**src/rtl/dlane_pkg.sv**
```systemverilog
package dlane_pkg;
  localparam int SAMPLE_W    = 12;
  localparam int PAIRS       = SAMPLE_W / 2;
  localparam int FLAG_SLOT   = PAIRS;
  localparam int SLOTS_LONG  = PAIRS + 2;
  localparam int SLOTS_SHORT = PAIRS + 1;
  localparam int CNT_W       = $clog2(SLOTS_LONG);
  localparam int EDGES       = 2;

  typedef logic [SLOTS_LONG-1:0] lane_word_t;
  typedef logic [CNT_W-1:0]      slot_cnt_t;

  // index of the final slot of a word in the selected format
  function automatic slot_cnt_t last_slot(input logic mode14);
    return mode14 ? slot_cnt_t'(SLOTS_SHORT - 1) : slot_cnt_t'(SLOTS_LONG - 1);
  endfunction

  // odd/even merge: lane A holds the upper bit of each pair
  function automatic logic [SAMPLE_W-1:0] join_lanes(input lane_word_t wa, input lane_word_t wb);
    logic [SAMPLE_W-1:0] s;
    s = '0;
    for (int k = 0; k < PAIRS; k++) begin
      s[SAMPLE_W-1-2*k] = wa[k];
      s[SAMPLE_W-2-2*k] = wb[k];
    end
    return s;
  endfunction
endpackage

```
**src/rtl/dlane_ddr_capture.sv**
```systemverilog
module dlane_ddr_capture #(
  parameter int W = 3
) (
  input  logic           clk,
  input  logic [W-1:0]   d_i,
  output logic [W-1:0]   early_o,
  output logic [W-1:0]   late_o
);
  logic [W-1:0] fall_q;
  logic [W-1:0] fall_hold_q;
  logic [W-1:0] rise_q;

  always_ff @(negedge clk) fall_q <= d_i;

  // retime the falling-edge slot so the pair is presented together
  always_ff @(posedge clk) begin
    fall_hold_q <= fall_q;
    rise_q      <= d_i;
  end

  assign early_o = fall_hold_q;
  assign late_o  = rise_q;
endmodule

```
**src/rtl/dlane_slot_step.sv**
```systemverilog
module dlane_slot_step
  import dlane_pkg::*;
(
  input  logic       mode14_i,
  input  logic       lock_i,
  input  logic       fprev_i,
  input  slot_cnt_t  cnt_i,
  input  lane_word_t wa_i,
  input  lane_word_t wb_i,
  input  logic       a_i,
  input  logic       b_i,
  input  logic       f_i,
  output logic       lock_o,
  output logic       fprev_o,
  output slot_cnt_t  cnt_o,
  output lane_word_t wa_o,
  output lane_word_t wb_o,
  output logic       done_o,
  output logic       edge_err_o,
  output logic       pad_err_o
);
  logic      start;
  slot_cnt_t pos;
  slot_cnt_t last;

  always_comb begin
    start      = mode14_i ? (f_i ^ fprev_i) : (f_i & ~fprev_i);
    last       = last_slot(mode14_i);
    pos        = start ? '0 : cnt_i;
    wa_o       = wa_i;
    wb_o       = wb_i;
    wa_o[pos]  = a_i;
    wb_o[pos]  = b_i;
    lock_o     = lock_i | start;
    fprev_o    = f_i;
    cnt_o      = (pos == last) ? '0 : pos + 1'b1;
    done_o     = lock_o && (pos == last);
    edge_err_o = lock_i && start && (cnt_i != '0);
    pad_err_o  = lock_o && !mode14_i && (pos == last) && (a_i | b_i);
  end
endmodule

```
**src/rtl/dlane_deser.sv**
```systemverilog
module dlane_deser
  import dlane_pkg::*;
(
  input  logic                clk,
  input  logic                rst_n,
  input  logic                mode14_i,
  input  logic                lane_a_i,
  input  logic                lane_b_i,
  input  logic                frame_i,
  output logic [SAMPLE_W-1:0] sample_o,
  output logic                dx_o,
  output logic                dy_o,
  output logic                valid_o,
  output logic                err_o
);
  localparam int PW = 3;

  logic [PW-1:0] early_w, late_w;
  logic [PW-1:0] slot_w [EDGES];

  dlane_ddr_capture #(.W(PW)) u_cap (
    .clk    (clk),
    .d_i    ({frame_i, lane_b_i, lane_a_i}),
    .early_o(early_w),
    .late_o (late_w)
  );

  assign slot_w[0] = early_w;
  assign slot_w[1] = late_w;

  logic       lock_q, fprev_q;
  slot_cnt_t  cnt_q;
  lane_word_t wa_q, wb_q;

  logic       lock_c  [EDGES+1];
  logic       fprev_c [EDGES+1];
  slot_cnt_t  cnt_c   [EDGES+1];
  lane_word_t wa_c    [EDGES+1];
  lane_word_t wb_c    [EDGES+1];
  logic [EDGES-1:0] done_w, eerr_w, perr_w;

  assign lock_c[0]  = lock_q;
  assign fprev_c[0] = fprev_q;
  assign cnt_c[0]   = cnt_q;
  assign wa_c[0]    = wa_q;
  assign wb_c[0]    = wb_q;

  for (genvar g = 0; g < EDGES; g++) begin : g_step
    dlane_slot_step u_step (
      .mode14_i  (mode14_i),
      .lock_i    (lock_c[g]),
      .fprev_i   (fprev_c[g]),
      .cnt_i     (cnt_c[g]),
      .wa_i      (wa_c[g]),
      .wb_i      (wb_c[g]),
      .a_i       (slot_w[g][0]),
      .b_i       (slot_w[g][1]),
      .f_i       (slot_w[g][2]),
      .lock_o    (lock_c[g+1]),
      .fprev_o   (fprev_c[g+1]),
      .cnt_o     (cnt_c[g+1]),
      .wa_o      (wa_c[g+1]),
      .wb_o      (wb_c[g+1]),
      .done_o    (done_w[g]),
      .edge_err_o(eerr_w[g]),
      .pad_err_o (perr_w[g])
    );
  end

  // named events for the checker
  logic       word_done_w;
  logic       fault_w;
  lane_word_t wa_sel, wb_sel;

  assign word_done_w = |done_w;
  assign fault_w     = |eerr_w | |perr_w;
  assign wa_sel      = done_w[0] ? wa_c[1] : wa_c[EDGES];
  assign wb_sel      = done_w[0] ? wb_c[1] : wb_c[EDGES];

  always_ff @(posedge clk) begin
    if (!rst_n) begin
      lock_q   <= 1'b0;
      fprev_q  <= 1'b0;
      cnt_q    <= '0;
      wa_q     <= '0;
      wb_q     <= '0;
      sample_o <= '0;
      dx_o     <= 1'b0;
      dy_o     <= 1'b0;
      valid_o  <= 1'b0;
      err_o    <= 1'b0;
    end else begin
      lock_q  <= lock_c[EDGES];
      fprev_q <= fprev_c[EDGES];
      cnt_q   <= cnt_c[EDGES];
      wa_q    <= wa_c[EDGES];
      wb_q    <= wb_c[EDGES];
      valid_o <= word_done_w;
      err_o   <= fault_w;
      if (word_done_w) begin
        sample_o <= join_lanes(wa_sel, wb_sel);
        dx_o     <= wa_sel[FLAG_SLOT];
        dy_o     <= wb_sel[FLAG_SLOT];
      end
    end
  end
endmodule

```
**config.mk**
```make
export PLATFORM = sky130hd
export DESIGN_NAME = dlane_deser
export DESIGN_NICKNAME = d
export VERILOG_FILES = /design/src/rtl/dlane_pkg.sv /design/src/rtl/dlane_ddr_capture.sv /design/src/rtl/dlane_slot_step.sv /design/src/rtl/dlane_deser.sv
export SDC_FILE = /design/constraint.sdc
export NUM_CORES = 1
export LEC_CHECK = 0
export ABC_AREA = 1
export BUFFER_PORTS_ARGS = -buffer_cell sky130_fd_sc_hd__buf_2
export CAP_MARGIN = 40
export CORE_ASPECT_RATIO = 0.8
export CORE_MARGIN = 1
export CORE_UTILIZATION = 45
export DETAILED_ROUTE_END_ITERATION = 8
export GPL_ROUTABILITY_DRIVEN = 1
export GPL_TIMING_DRIVEN = 0
export PLACE_DENSITY_LB_ADDON = 0.1
export REMOVE_ABC_BUFFERS = 1
export SYNTH_ARGS = -nofsm -noshare
export SYNTH_HDL_FRONTEND = slang
export SYNTH_HIERARCHICAL = 1
export SYNTH_SLANG_ARGS = --single-unit
```
**constraint.sdc**
```tcl
create_clock -name clk -period 3.71 [get_ports clk]
set_input_delay 0.1855 -clock clk [delete_from_list [all_inputs] [get_ports clk]]
set_output_delay 0.1855 -clock clk [all_outputs]
set_load 0.02 [all_outputs]
```
==> results of run 1 <==
[registers in the layout, indices dropped and copies added (netlist names)]
register	flops
u_cap/late_o	3
sample_o	12
err_o	1
dx_o	1
cnt_q	3
wb_q	7
valid_o	1
dy_o	1
wa_q	7
u_cap/fall_q	3
lock_q	1
fprev_q	1
u_cap/early_o	3
[metal layers]
metal / share of wire, % / up-vias / wire length [microns] / global-route usage [%]
met5: 0 / - / 0 / 0
met4: 0.88 / 0 / 45 / 5.172
met3: 4.2 / 5 / 212 / 4.034
li1: - / 1147 / - / -
met2: 43 / 39 / 2212 / 34.63
met1: 52 / 886 / 2623 / 25.94
[worst reg2reg max path, delay by kind of cell, from the launching register on]
kind / cells / cell delay (ns)
buffers and inverters: 6 / 0.85
AO/OA/AOI/OAI: 2 / 0.70
adder cells (fa/ha/maj): 2 / 0.39
AND/OR/NAND/NOR: 9 / 0.92
flip-flops: 1 / 0.31
[cell type report]
cell class                      instances  share of cell area, %
Multi-Input combinational cell        240                  45.76
Clock inverter                          5                 0.7143
Timing Repair Buffer                   24                  5.143
Inverter                               61                  8.762
Clock buffer                            6                  3.143
Sequential cell                        44                  33.52
Tap cell                               62                  2.952
[layout by cell type, fill, tap and decap left out, drive strengths merged, types with 6 or more instances in the layout]
master    n
o21ai    14
nand2   133
dfxtp    44
inv      63
clkbuf    6
nand3    52
a21oi     9
buf      21
nor2     22
[path summary, 6_finish.rpt]
kind / cells after the start / slack (ns) / startpoint / endpoint
worst min register to register: 2 / 0.45 / u_cap/late_o[2] / fprev_q
worst max register to register: 19 / 0.47 / fprev_q / dy_o
worst max-delay path: 19 / 0.47 / fprev_q / dy_o
worst min-delay path: 4 / 0.37 / mode14_i / cnt_q[0]
[report_power, final]
part / switching (mW) / total (mW) / internal (mW)
registers: 0.0155 / 0.509 / 0.493
logic: 0.120 / 0.172 / 0.0520
clock network: 0.168 / 0.319 / 0.151
[timing repair]
action | 4_1_cts | 5_1_grt
resized for setup | 0 | 1
hold endpoints to repair | 3 | 0
setup endpoints to repair | 0 | 14
buffers inserted | 0 | 0
hold buffers | 3 | 0
[metrics by stage]
| step | power (mW) | hold WS, ns | worst slack (ns) | area [sq um] |
|---|---|---|---|---|
| after detailed placement | 0.6944 | 0.3013 | 0.2438 | 2496 |
| after global placement | 0.6930 | 0.2988 | 0.2514 | 2496 |
| after CTS | 1.013 | 0.3549 | 0.2322 | 2624 |
| after floorplan | 0.6532 | 0.2132 | 0.8418 | 2313 |
| after global routing | 1.068 | 0.3841 | 0.09927 | 2628 |
| final | 0.9997 | 0.3738 | 0.4670 | 2628 |
==> impl_metrics.yaml, run 1 <==
drt:
  drc: 3
  routed_wl_microns: 5093
  drtAntennaViolNets: 0
  vias: 2077
  drt_iter0_drc: 95
  drt-vias-per-instance: 4.699
  drtPass1Iterations: 6
  wl_per_cell_microns: 11.52
logic_synthesis:
  synth.avg_cell_area_sq_um: 6.710
  yosysWarnings: 6
  syn_area_sq_um: 2422
  syn_inst: 361
die:
  io_pins: 22
  die_h_microns: 67.62
  die_w_microns: 84.03
  rows: 23
  core-area_sq_um: 5094
  start_util_pct: 47.56
  dieArea_sq_um: 5682
grt:
  grt_max_degree: 35
  grt_pass1_vias: 1862
  antenna_found_initial: 0
  grt_use_total_pct: 20.05
  gr-total-overflow: 0
  grt_pass1_wl_microns: 8756
pwr:
  leakage_nw: 1.549
  ir_drop_mv: 0.1616
  powerDensity_nw_per_um2: 380.5
cts:
  cts.clk_slew.worst_paths_ns: 0.08
  cts_tree: "done"
  cts.path.max_buffers: 2
  cts_htree_levels: 2
  clock_latency_ns: 0.35
  clock-sinks: 44
  cts_root_buffer: "clkbuf_8"
  cts_made_buffers: 5
timing:
  setup_viol: 0
  rsz0062_at_grt: "no"
  max_slew_margin_pct: 58.93
  setup_tns_ns: 0
  final_max_slew_viol_count: 0
  fin_crit_ns: 3.243
  tightest_slew_ns: 0.6153
  min_period_over_period_pct: 87.41
  hold_viol: 0
  fin_worst_skew_ns: 0.05603
  fmax_mhz: 308.4
finish:
  final_cells: 442
  fin_util_pct: 51.58
  multi_input_area_sq_um: 1202
  layout.nets: 389
  fillerInstances: 531
  area_growth_syn_to_layout_pct: 8.471
  diodes: 0
  seq_area_sq_um: 880.8
  drive_above_1_share_pct: 14.21
setup_path:
  slowest_stage: "inv_1"
  start_kind: "register"
  cp_slowest_stage_delay_ns: 0.47
  critPathRequiredTime_ns: 3.91
  path_delay_family: "simple AND/OR/NAND/NOR gates"
  path_class: "reg2reg"
  critPathArrivalTime_ns: 3.44
  critPathMaxFanout: 15
  critical_path_buf_inv_count: 6
  crit_chain: "inv_1 -> ha_1 -> o21ai_2 -> nand2_2 -> clkinv_2 -> ha_1 -> inv_1 -> nand2_1 -> nand2_1 -> a21oi_2 -> nand2_2 -> inv_2 -> nand3_2 -> inv_1 -> nor2_4 -> nand2_1 -> nand3_1 -> nand2_1 -> inv_1"
  endpoint_kind: "register"
placed_design:
  dp.cells: 429
  io_buffers: 21
  dp_hpwl_microns: 3618
  place_congestion: 0.7925
min_path:
  hold_path.class: "in2reg"
run:
  maxCapViolations: 0
run_status:
  outcome: "complete, but fails checks"
  failed_checks: "design-rule violations"
Note: power is estimated with default switching activity, not from simulation.
==> run 2, diff against run 1 <==
Settings changed: RECOVER_POWER set to 25.
==> run 2 against run 1 <==
Compared with the run above: the flow still finishes with violations (design-rule violations); critical path depth unchanged; routed wire length fell by 0.35%; design area down 0.62%; clock-buffer cell count unchanged; die area did not move; clock skew is essentially flat; critical path type unchanged; largest power group unchanged; highest routed layer unchanged.
==> impl_metrics.yaml, run 2 (synthesis results as in run 1) <==
drt:
  dr_wl_met2_microns: 2202
  drc: 3
  drt-vias-per-instance: 4.670
  routed_wl_microns: 5075
  vias: 2064
  drt_iter0_drc: 94
  wl_per_cell_microns: 11.48
  dr.max_layer_used: "met4"
  dr_wl_met3_microns: 169
  drtAntennaViolNets: 0
  drtPass1Iterations: 8
  wirelength_met1_microns: 2658
grt:
  antenna_found_initial: 0
  gr-total-overflow: 0
  grt_use_total_pct: 20.05
  grt_pass1_vias: 1862
  grt_max_degree: 35
  grt_pass1_wl_microns: 8756
setup_path:
  path_class: "reg2reg"
  endpoint_kind: "register"
  critPathMaxFanout: 15
  cp_slowest_stage_delay_ns: 0.47
  slowest_stage: "inv_1"
  critPathArrivalTime_ns: 3.45
  cp-startpoint: "fprev_q"
  critPathRequiredTime_ns: 3.90
  start_kind: "register"
  crit_chain: "inv_1 -> ha_1 -> o21ai_2 -> nand2_2 -> clkinv_2 -> ha_1 -> inv_1 -> nand2_1 -> nand2_1 -> a21oi_2 -> nand2_2 -> inv_2 -> nand3_2 -> inv_1 -> nor2_4 -> nand2_1 -> nand3_1 -> nand2_1 -> inv_1"
  r2r-start: "fprev_q"
pwr:
  p_int_mw: 0.6958
  seqPwrFrac_pct: 51.0
  ir_drop_mv: 0.1604
  p_comb_share_pct: 17.2
  clkPwrFrac_pct: 31.9
  switching_share_pct: 30.32
  powerDensity_nw_per_um2: 382.4
  report.power.total_mw: 0.9986
  leakage_nw: 1.495
  p_switching_mw: 0.3028
die:
  die_h_microns: 67.62
  dieArea_sq_um: 5682
  die_w_microns: 84.03
  start_util_pct: 47.56
  core-area_sq_um: 5094
  io_pins: 22
  rows: 23
finish:
  final_cells: 442
  area_growth_syn_to_layout_pct: 7.799
  fillerInstances: 537
  final_common_cell: "nand2_1"
  diodes: 0
  largestRegisters: "sample_o x12, wa_q x7, wb_q x7"
  final_cell_mix: "nand2_1 (124), inv_1 (58), nand3_1 (51), dfxtp_1 (44), nor2_1 (14)"
  largest_reg_flops: 12
  drive_above_1_share_pct: 10.79
  layout.nets: 389
  regMostFlops: "sample_o"
cts:
  cts_tree: "done"
  cts_htree_levels: 2
  cts_root_buffer: "clkbuf_8"
  cts.clk_slew.worst_paths_ns: 0.08
  cts.path.max_buffers: 2
  clock-sinks: 44
  clock_latency_ns: 0.35
  post-cts-setup-buffers: 0
  cts_made_buffers: 5
placed_design:
  place_congestion: 0.7925
  io_buffers: 21
  dp.cells: 429
  dp_hpwl_microns: 3618
run_status:
  failed_checks: "design-rule violations"
  outcome: "complete, but fails checks"
timing:
  fin_crit_ns: 3.263
  hold_viol: 0
  fmax_mhz: 306.5
  rsz0062_at_grt: "no"
  fin_worst_skew_ns: 0.05589
  final_max_slew_viol_count: 0
  min_period_over_period_pct: 87.95
  max_slew_margin_pct: 2.493
  setup_tns_ns: 0
  tightest_slew_ns: 1.463
  setup_viol: 0
min_path:
  hold_path.class: "in2reg"
  hp-start: "mode14_i"
run:
  maxCapViolations: 0
-- run 2: cell count changes in the layout (fill, tap and decap cells not counted), sizes merged --
| cell | previous run | this run |
|---|---|---|
| buf | 21 | 8 |
| clkbuf | 6 | 19 |
-- run 2: area by class of cell --
cell class | instances | area [sq um] | area share (%)
Clock buffer | 6 | 82.58 | 3.162
Clock inverter | 5 | 18.77 | 0.7187
Inverter | 61 | 230.2 | 8.817
Multi-Input combinational cell | 240 | 1202 | 46.05
Sequential cell | 44 | 880.8 | 33.73
Tap cell | 62 | 77.57 | 2.971
Timing Repair Buffer | 24 | 118.9 | 4.552
-- run 2: final timing paths --
path	to	slack [ns]	cells past startpoint
hold reg to reg	fprev_q	0.45	2
hold / removal	cnt_q[0]	0.36	4
setup reg to reg	dy_o	0.45	19
setup / recovery	dy_o	0.45	19
-- run 2: timing repair --
action,in CTS,in global routing
hold endpoints to repair,3,0
resized for setup,0,1
endpoints found under the setup margin,0,14
hold buffers,3,0
-- run 2: stage by stage --
stage / worst slack, ns / utilization, % / area (sq um) / hold WS, ns
after CTS: 0.2322 / 51.51 / 2624 / 0.3549
final: 0.4472 / 51.27 / 2611 / 0.3642
after global placement: 0.2514 / 49.01 / 2496 / 0.2988
after global routing: 0.08073 / 51.27 / 2611 / 0.3841
after detailed placement: 0.2438 / 49.01 / 2496 / 0.3013
after floorplan: 0.8418 / - / 2313 / 0.2132
-- run 2: power groups by stage --
stage	Combinational (mW)	Sequential (mW)	Clock [mW]
finish	0.171	0.509	0.318
global route	0.197	0.512	0.358
CTS	0.171	0.509	0.332
detailed placement	0.168	0.520	0.00673
global placement	0.167	0.520	0.00673
floorplan	0.129	0.517	0.00673
-- run 2: layer usage --
layer | vias up | GRT usage (%)
met5 | - | 0
met4 | 0 | 5.172
met2 | 27 | 34.63
met3 | 5 | 4.034
li1 | 1145 | -
met1 | 887 | 25.94
-- run 2: worst max-delay path, delay by kind of cell, from the launching register on --
kind            cells  cell delay (ns)
fa+ha+maj           2             0.39
buf+inv             6             0.86
simple gates        9             0.90
compound gates      2             0.70
flops               1             0.31
